## src/rtl/xr_pkg.sv

```systemverilog
package xr_pkg;
  localparam int unsigned XR_DEF_W = 8;

  typedef struct packed {
    logic a;
    logic b;
  } xr_oe_t;
endpackage

```

## src/rtl/xr_side_store.sv

```systemverilog
module xr_side_store #(
  parameter int unsigned W = xr_pkg::XR_DEF_W
) (
  input  logic         clk,
  input  logic         rst,
  input  logic         strobe,
  input  logic [W-1:0] d,
  output logic [W-1:0] q
);
  logic strobe_q;
  logic take;

  assign take = strobe & ~strobe_q;

  always_ff @(posedge clk) begin
    if (rst) begin
      strobe_q <= 1'b0;
      q        <= '0;
    end else begin
      strobe_q <= strobe;
      if (take) q <= d;
    end
  end

  // reset clears the register
  p_reset_clear_r1: assert property (@(posedge clk) rst |=> q == '0);
  // a rising strobe loads the bus word
  p_capture_r2: assert property (@(posedge clk) disable iff (rst)
    (strobe && !strobe_q) |=> q == $past(d));
  // no rising strobe means the word is held
  p_hold_r3: assert property (@(posedge clk) disable iff (rst)
    !(strobe && !strobe_q) |=> $stable(q));
endmodule

```

## src/rtl/xr_path_mux.sv

```systemverilog
module xr_path_mux #(
  parameter int unsigned W = xr_pkg::XR_DEF_W
) (
  input  logic         clk,
  input  logic         rst,
  input  logic         en,
  input  logic         sel_stored,
  input  logic [W-1:0] live,
  input  logic [W-1:0] stored,
  output logic [W-1:0] out
);
  logic [W-1:0] pick;

  assign pick = sel_stored ? stored : live;
  assign out  = en ? pick : '0;

  // a driven word is always one of the two legal sources
  p_no_third_value_r11: assert property (@(posedge clk) disable iff (rst)
    en |-> (out == live || out == stored));
  // an idle output reads zero
  p_idle_zero_r12: assert property (@(posedge clk) disable iff (rst)
    !en |-> out == '0);
endmodule

```

## src/rtl/xr_dir_ctrl.sv

```systemverilog
module xr_dir_ctrl (
  input  logic           clk,
  input  logic           rst,
  input  logic           en_n,
  input  logic           dir,
  output xr_pkg::xr_oe_t oe
);
  always_comb begin
    oe.a = ~en_n & ~dir;
    oe.b = ~en_n &  dir;
  end

  // at most one bus driven
  p_single_drive_r10: assert property (@(posedge clk) disable iff (rst)
    $countones({oe.a, oe.b}) <= 1);
  // disabled means nothing driven
  p_off_when_high_r8: assert property (@(posedge clk) disable iff (rst)
    en_n |-> (!oe.a && !oe.b));
  // direction picks the driven side
  p_dir_pick_r7: assert property (@(posedge clk) disable iff (rst)
    !en_n |-> (oe.b == dir && oe.a == !dir));
endmodule

```

## src/rtl/bus_xcvr_reg.sv

```systemverilog
module bus_xcvr_reg #(
  parameter int unsigned WIDTH = xr_pkg::XR_DEF_W
) (
  input  logic             clk,
  input  logic             rst,
  input  logic             en_n,
  input  logic             dir,
  input  logic             sel_ab,
  input  logic             sel_ba,
  input  logic             cap_a,
  input  logic             cap_b,
  input  logic [WIDTH-1:0] a_in,
  output logic [WIDTH-1:0] a_out,
  output logic             a_oe,
  input  logic [WIDTH-1:0] b_in,
  output logic [WIDTH-1:0] b_out,
  output logic             b_oe
);
  logic [WIDTH-1:0] store_a;
  logic [WIDTH-1:0] store_b;
  xr_pkg::xr_oe_t   oe;

  xr_side_store #(.W(WIDTH)) u_store_a (
    .clk(clk), .rst(rst), .strobe(cap_a), .d(a_in), .q(store_a));
  xr_side_store #(.W(WIDTH)) u_store_b (
    .clk(clk), .rst(rst), .strobe(cap_b), .d(b_in), .q(store_b));

  xr_dir_ctrl u_dir (
    .clk(clk), .rst(rst), .en_n(en_n), .dir(dir), .oe(oe));

  // toward bus B: sourced from the A side
  xr_path_mux #(.W(WIDTH)) u_to_b (
    .clk(clk), .rst(rst), .en(oe.b), .sel_stored(sel_ab),
    .live(a_in), .stored(store_a), .out(b_out));
  // toward bus A: sourced from the B side
  xr_path_mux #(.W(WIDTH)) u_to_a (
    .clk(clk), .rst(rst), .en(oe.a), .sel_stored(sel_ba),
    .live(b_in), .stored(store_b), .out(a_out));

  assign a_oe = oe.a;
  assign b_oe = oe.b;

  // captures proceed with both outputs off
  p_capture_while_off_r9: assert property (@(posedge clk) disable iff (rst)
    (en_n && sel_ab && $rose(cap_a)) |=> (store_a == $past(a_in)));
endmodule

```

## config.mk

```make
export PLATFORM = sky130hd
export DESIGN_NAME = bus_xcvr_reg
export DESIGN_NICKNAME = d
export VERILOG_FILES = /design/src/rtl/xr_pkg.sv /design/src/rtl/xr_side_store.sv /design/src/rtl/xr_path_mux.sv /design/src/rtl/xr_dir_ctrl.sv /design/src/rtl/bus_xcvr_reg.sv
export SDC_FILE = /design/constraint.sdc
export NUM_CORES = 1
export LEC_CHECK = 0
export ABC_AREA = 0
export BUFFER_PORTS_ARGS = -buffer_cell sky130_fd_sc_hd__buf_2
export CORE_ASPECT_RATIO = 1.5
export CORE_UTILIZATION = 30
export CTS_BUF_LIST = sky130_fd_sc_hd__clkbuf_4 sky130_fd_sc_hd__clkbuf_8
export DETAILED_ROUTE_END_ITERATION = 16
export PLACE_DENSITY = 0.62
export SYNTH_ARGS = -nofsm -noshare
export SYNTH_HDL_FRONTEND = slang
export SYNTH_SLANG_ARGS = --single-unit
```

## constraint.sdc

```tcl
create_clock -name clk -period 1.4 [get_ports clk]
set_clock_uncertainty 0.1 [all_clocks]
set_input_delay 0.21 -clock clk [delete_from_list [all_inputs] [get_ports clk]]
set_output_delay 0.21 -clock clk [all_outputs]
set_load 0.005 [all_outputs]
```

==> reports/qor.yml <==
run_status:
  status: "finished, final reports clean"
final_layout:
  area_growth_pct: 25.3
  final_area_mm2: 0.00129
  diodes: 0
  fin_nets: 176
  drive_above_1_share_pct: 30.7
  fillerInstances: 342
worst_setup_path:
  worstSetupStartpoint: "en_n"
  cp_slowest_stage_delay_ns: 0.29
  timing.rr.start: "u_store_b.strobe_q$_SDFF_PP0_"
  worstPathRequired_ns: 1.09
  cp-start-kind: "primary input"
  cp_num_buf_inv: 2
  reg2reg_slack_ns: 0.33
  crit_type: "in2out"
  cp_top_family: "simple AND/OR/NAND/NOR gates"
  worst-path-stages: 4
  cp-end-kind: "primary output"
  path_cells: "buf_2, nand2b_1, nor2_1, buf_2"
  slowest_stage: "nand2b_1"
  cp.arrival_ns: 0.92
  cp_max_fo: 9
  reg2reg_to: "u_store_b.q[2]$_SDFFE_PP0P_"
  cp-endpoint: "b_out[6]"
  path_common_cell: "buf_2"
  reg2reg_depth: 2
global_route:
  grt_pass1_wl_mm: 3.80
  grt_max_degree: 35
  grt_antenna_before_repair: 0
  first_global_vias: 850
  grt_remaining_overflow: 0
  grt_use_total_pct: 12.8
pwr:
  swShare_pct: 24.6
  pwr-share-comb_pct: 18.0
  power.internal_uw: 839
  p_seq_share_pct: 50.6
  p_total_mw: 1.11
  clkPwrFrac_pct: 31.4
  power.density_mw_per_mm2: 862
  power.leakage_nw: 0.582
  p_sw_uw: 273
  vdd_drop_max_mv: 0.459
synth:
  synth-main-ff-cell: "dfxtp_1"
  yosysMostFrequentCell: "dfxtp_1"
  synth_xor_area_share_pct: 0
  synth-seq-cells: 18
  synth_fa_ha_area_share_pct: 0
  synth_edf_count: 0
  synth_compound_area_share_pct: 7.78
  yosysTopAreaCell: "dfxtp_1"
  synth_area_leaders: "dfxtp_1 35%, nand4bb_1 17%, mux2i_1 16%"
  netlist_top_cells_count: "18 x dfxtp_1, 17 x nand2b_1, 16 x mux2i_1, 16 x nand4bb_1, 16 x nor2_1"
  postSynthAreaPerCell_um2: 9.11
  ys_seq_area_share_pct: 35.0
  synth_top_family_by_area: "simple AND/OR/NAND/NOR gates"
  ys_types: 15
  netlist_area_mm2: 0.00103
  synth_simple_gate_area_share_pct: 37.4
  synth_top_area_share_pct: 35.0
  async_flop_share_pct: 0
  synth_warnings: 0
  synth.area.mux_share_pct: 15.6
  syn_inst: 113
  synthesis.nets: 137
route:
  firstDrtPassIters: 4
  vias: 938
  routed_wl_mm: 2.31
  drtAntennaViolNets: 0
  via_per_inst: 4.94
  drcViolationCount: 0
  wl_per_cell_um: 12.1
  drtIter0Drc: 27
cts:
  path_clk_slew_ns: 0.07
  clk_path_buf_depth: 2
  cts_resized: 0
  cts_root_buffer: "clkbuf_8"
  post_cts_buffers: 0
  clkLatencyLatePin_ns: 0.25
  h-tree-depth: 1
  hold_buffers: 0
  cts_buffers: 3
  cts_sinks: 18
  cts_tree: "done"
sta:
  setup_viol: 0
  hold_viol: 0
  rsz0062_at_grt: "false"
  fin_crit_ns: 1.23
  finalMaxSlewViolations: 0
  tightest_slew_ns: 0.450
  setup_tns_ns: 0
  max_freq_mhz: 811
  maxSlewHeadroom_pct: 70.0
  final.period_utilization_pct: 88.1
floorplan:
  initial_core_util_pct: 32.0
  coreArea_mm2: 0.00322
  die_x_um: 49.8
  io_pins: 42
  rows: 25
  die_y_um: 73.8
  die_area_mm2: 0.00368
place:
  dpl_cell_area_mm2: 0.00125
  gp_congestion: 0.721
  dp_hpwl_mm: 1.70
  portBuffers: 41
worst_hold_path:
  hold_path_class: "in2reg"
job:
  drv_cap: 0
==> through the flow <==
stage               std cells  utilization, %  setup WS [ns]  hold WS (ns)
floorplan                 113               -          0.400         0.238
global placement          187            38.8          0.187         0.356
detailed placement        187            38.8          0.174         0.364
CTS                       190            40.0          0.167         0.138
global route              190            40.0         0.0880         0.152
finish                    190            40.0          0.167         0.143
==> cell type report <==
class / instances / area (um2) / share of cell area (%)
multi-input cells: 86 / 626 / 48.5
clock buffers: 3 / 41.3 / 3.20
inverters: 2 / 7.51 / 0.582
repair buffers: 41 / 205 / 15.9
flip-flops and latches: 18 / 360 / 27.9
well taps: 40 / 50.0 / 3.88
==> worst reg2reg max path: stages (launching register included) <==
cell	delay [ns]
dfxtp_1	0.47
and2b_4	0.26
o21ai_0	0.17
==> flip-flops by register name (all words and copies together) (netlist names) <==
name,cells
u_store_a.q,8
u_store_a.strobe_q,1
u_store_b.q,8
u_store_b.strobe_q,1
==> power groups by stage <==
stage / sequential (mW) / combinational [mW] / clock, mW
floorplan: 0.568 / 0.126 / 0
global route: 0.567 / 0.222 / 0.386
detailed placement: 0.574 / 0.201 / 0
global placement: 0.573 / 0.195 / 0
finish: 0.563 / 0.200 / 0.349
CTS: 0.563 / 0.202 / 0.362
==> cells by family (layout without fill, tap and decap cells) <==
family,Yosys count,count (layout)
AOI/OAI and AO/OA,16,16
buffers and inverters,9,46
DFF,18,18
muxes,16,16
and+or+nand+nor,54,54
==> how the worst min path moves through the flow <==
stage                                      startpoint                            end  slack [ns]  cells past startpoint
after floorplan                                 cap_a  u_store_a.strobe_q$_SDFF_PP0_        0.24                      1
after detailed placement  u_store_b.q[5]$_SDFFE_PP0P_    u_store_b.q[5]$_SDFFE_PP0P_        0.36                      2
after global routing                          a_in[0]    u_store_a.q[0]$_SDFFE_PP0P_        0.15                      3
final                                         a_in[2]    u_store_a.q[2]$_SDFFE_PP0P_        0.14                      3
after CTS                                     a_in[1]    u_store_a.q[1]$_SDFFE_PP0P_        0.14                      3
after global placement    u_store_b.q[5]$_SDFFE_PP0P_    u_store_b.q[5]$_SDFFE_PP0P_        0.36                      2
==> placed cells by master (no fill, tap or decap) <==
master | synthesis | final
nand2b_1 | 17 | 17
o21ai_0 | 13 | 13
o21ai_1 | 3 | 3
nor2b_1 | 2 | 2
mux2i_1 | 16 | 16
nor2_1 | 16 | 16
buf_2 | 4 | 41
clkbuf_8 | 0 | 3
or2_1 | 1 | 1
dfxtp_1 | 18 | 18
and2b_4 | 2 | 2
inv_1 | 2 | 2
nand4bb_1 | 16 | 16
==> layer usage <==
layer	up-vias	global-route usage [%]	share of wire, %
met4	0	2.22	0
li1	474	-	-
met3	0	2.28	5.0
met2	31	23.3	49
met5	-	0	0
met1	433	15.8	46
Note: power is estimated with default switching activity, not from simulation.
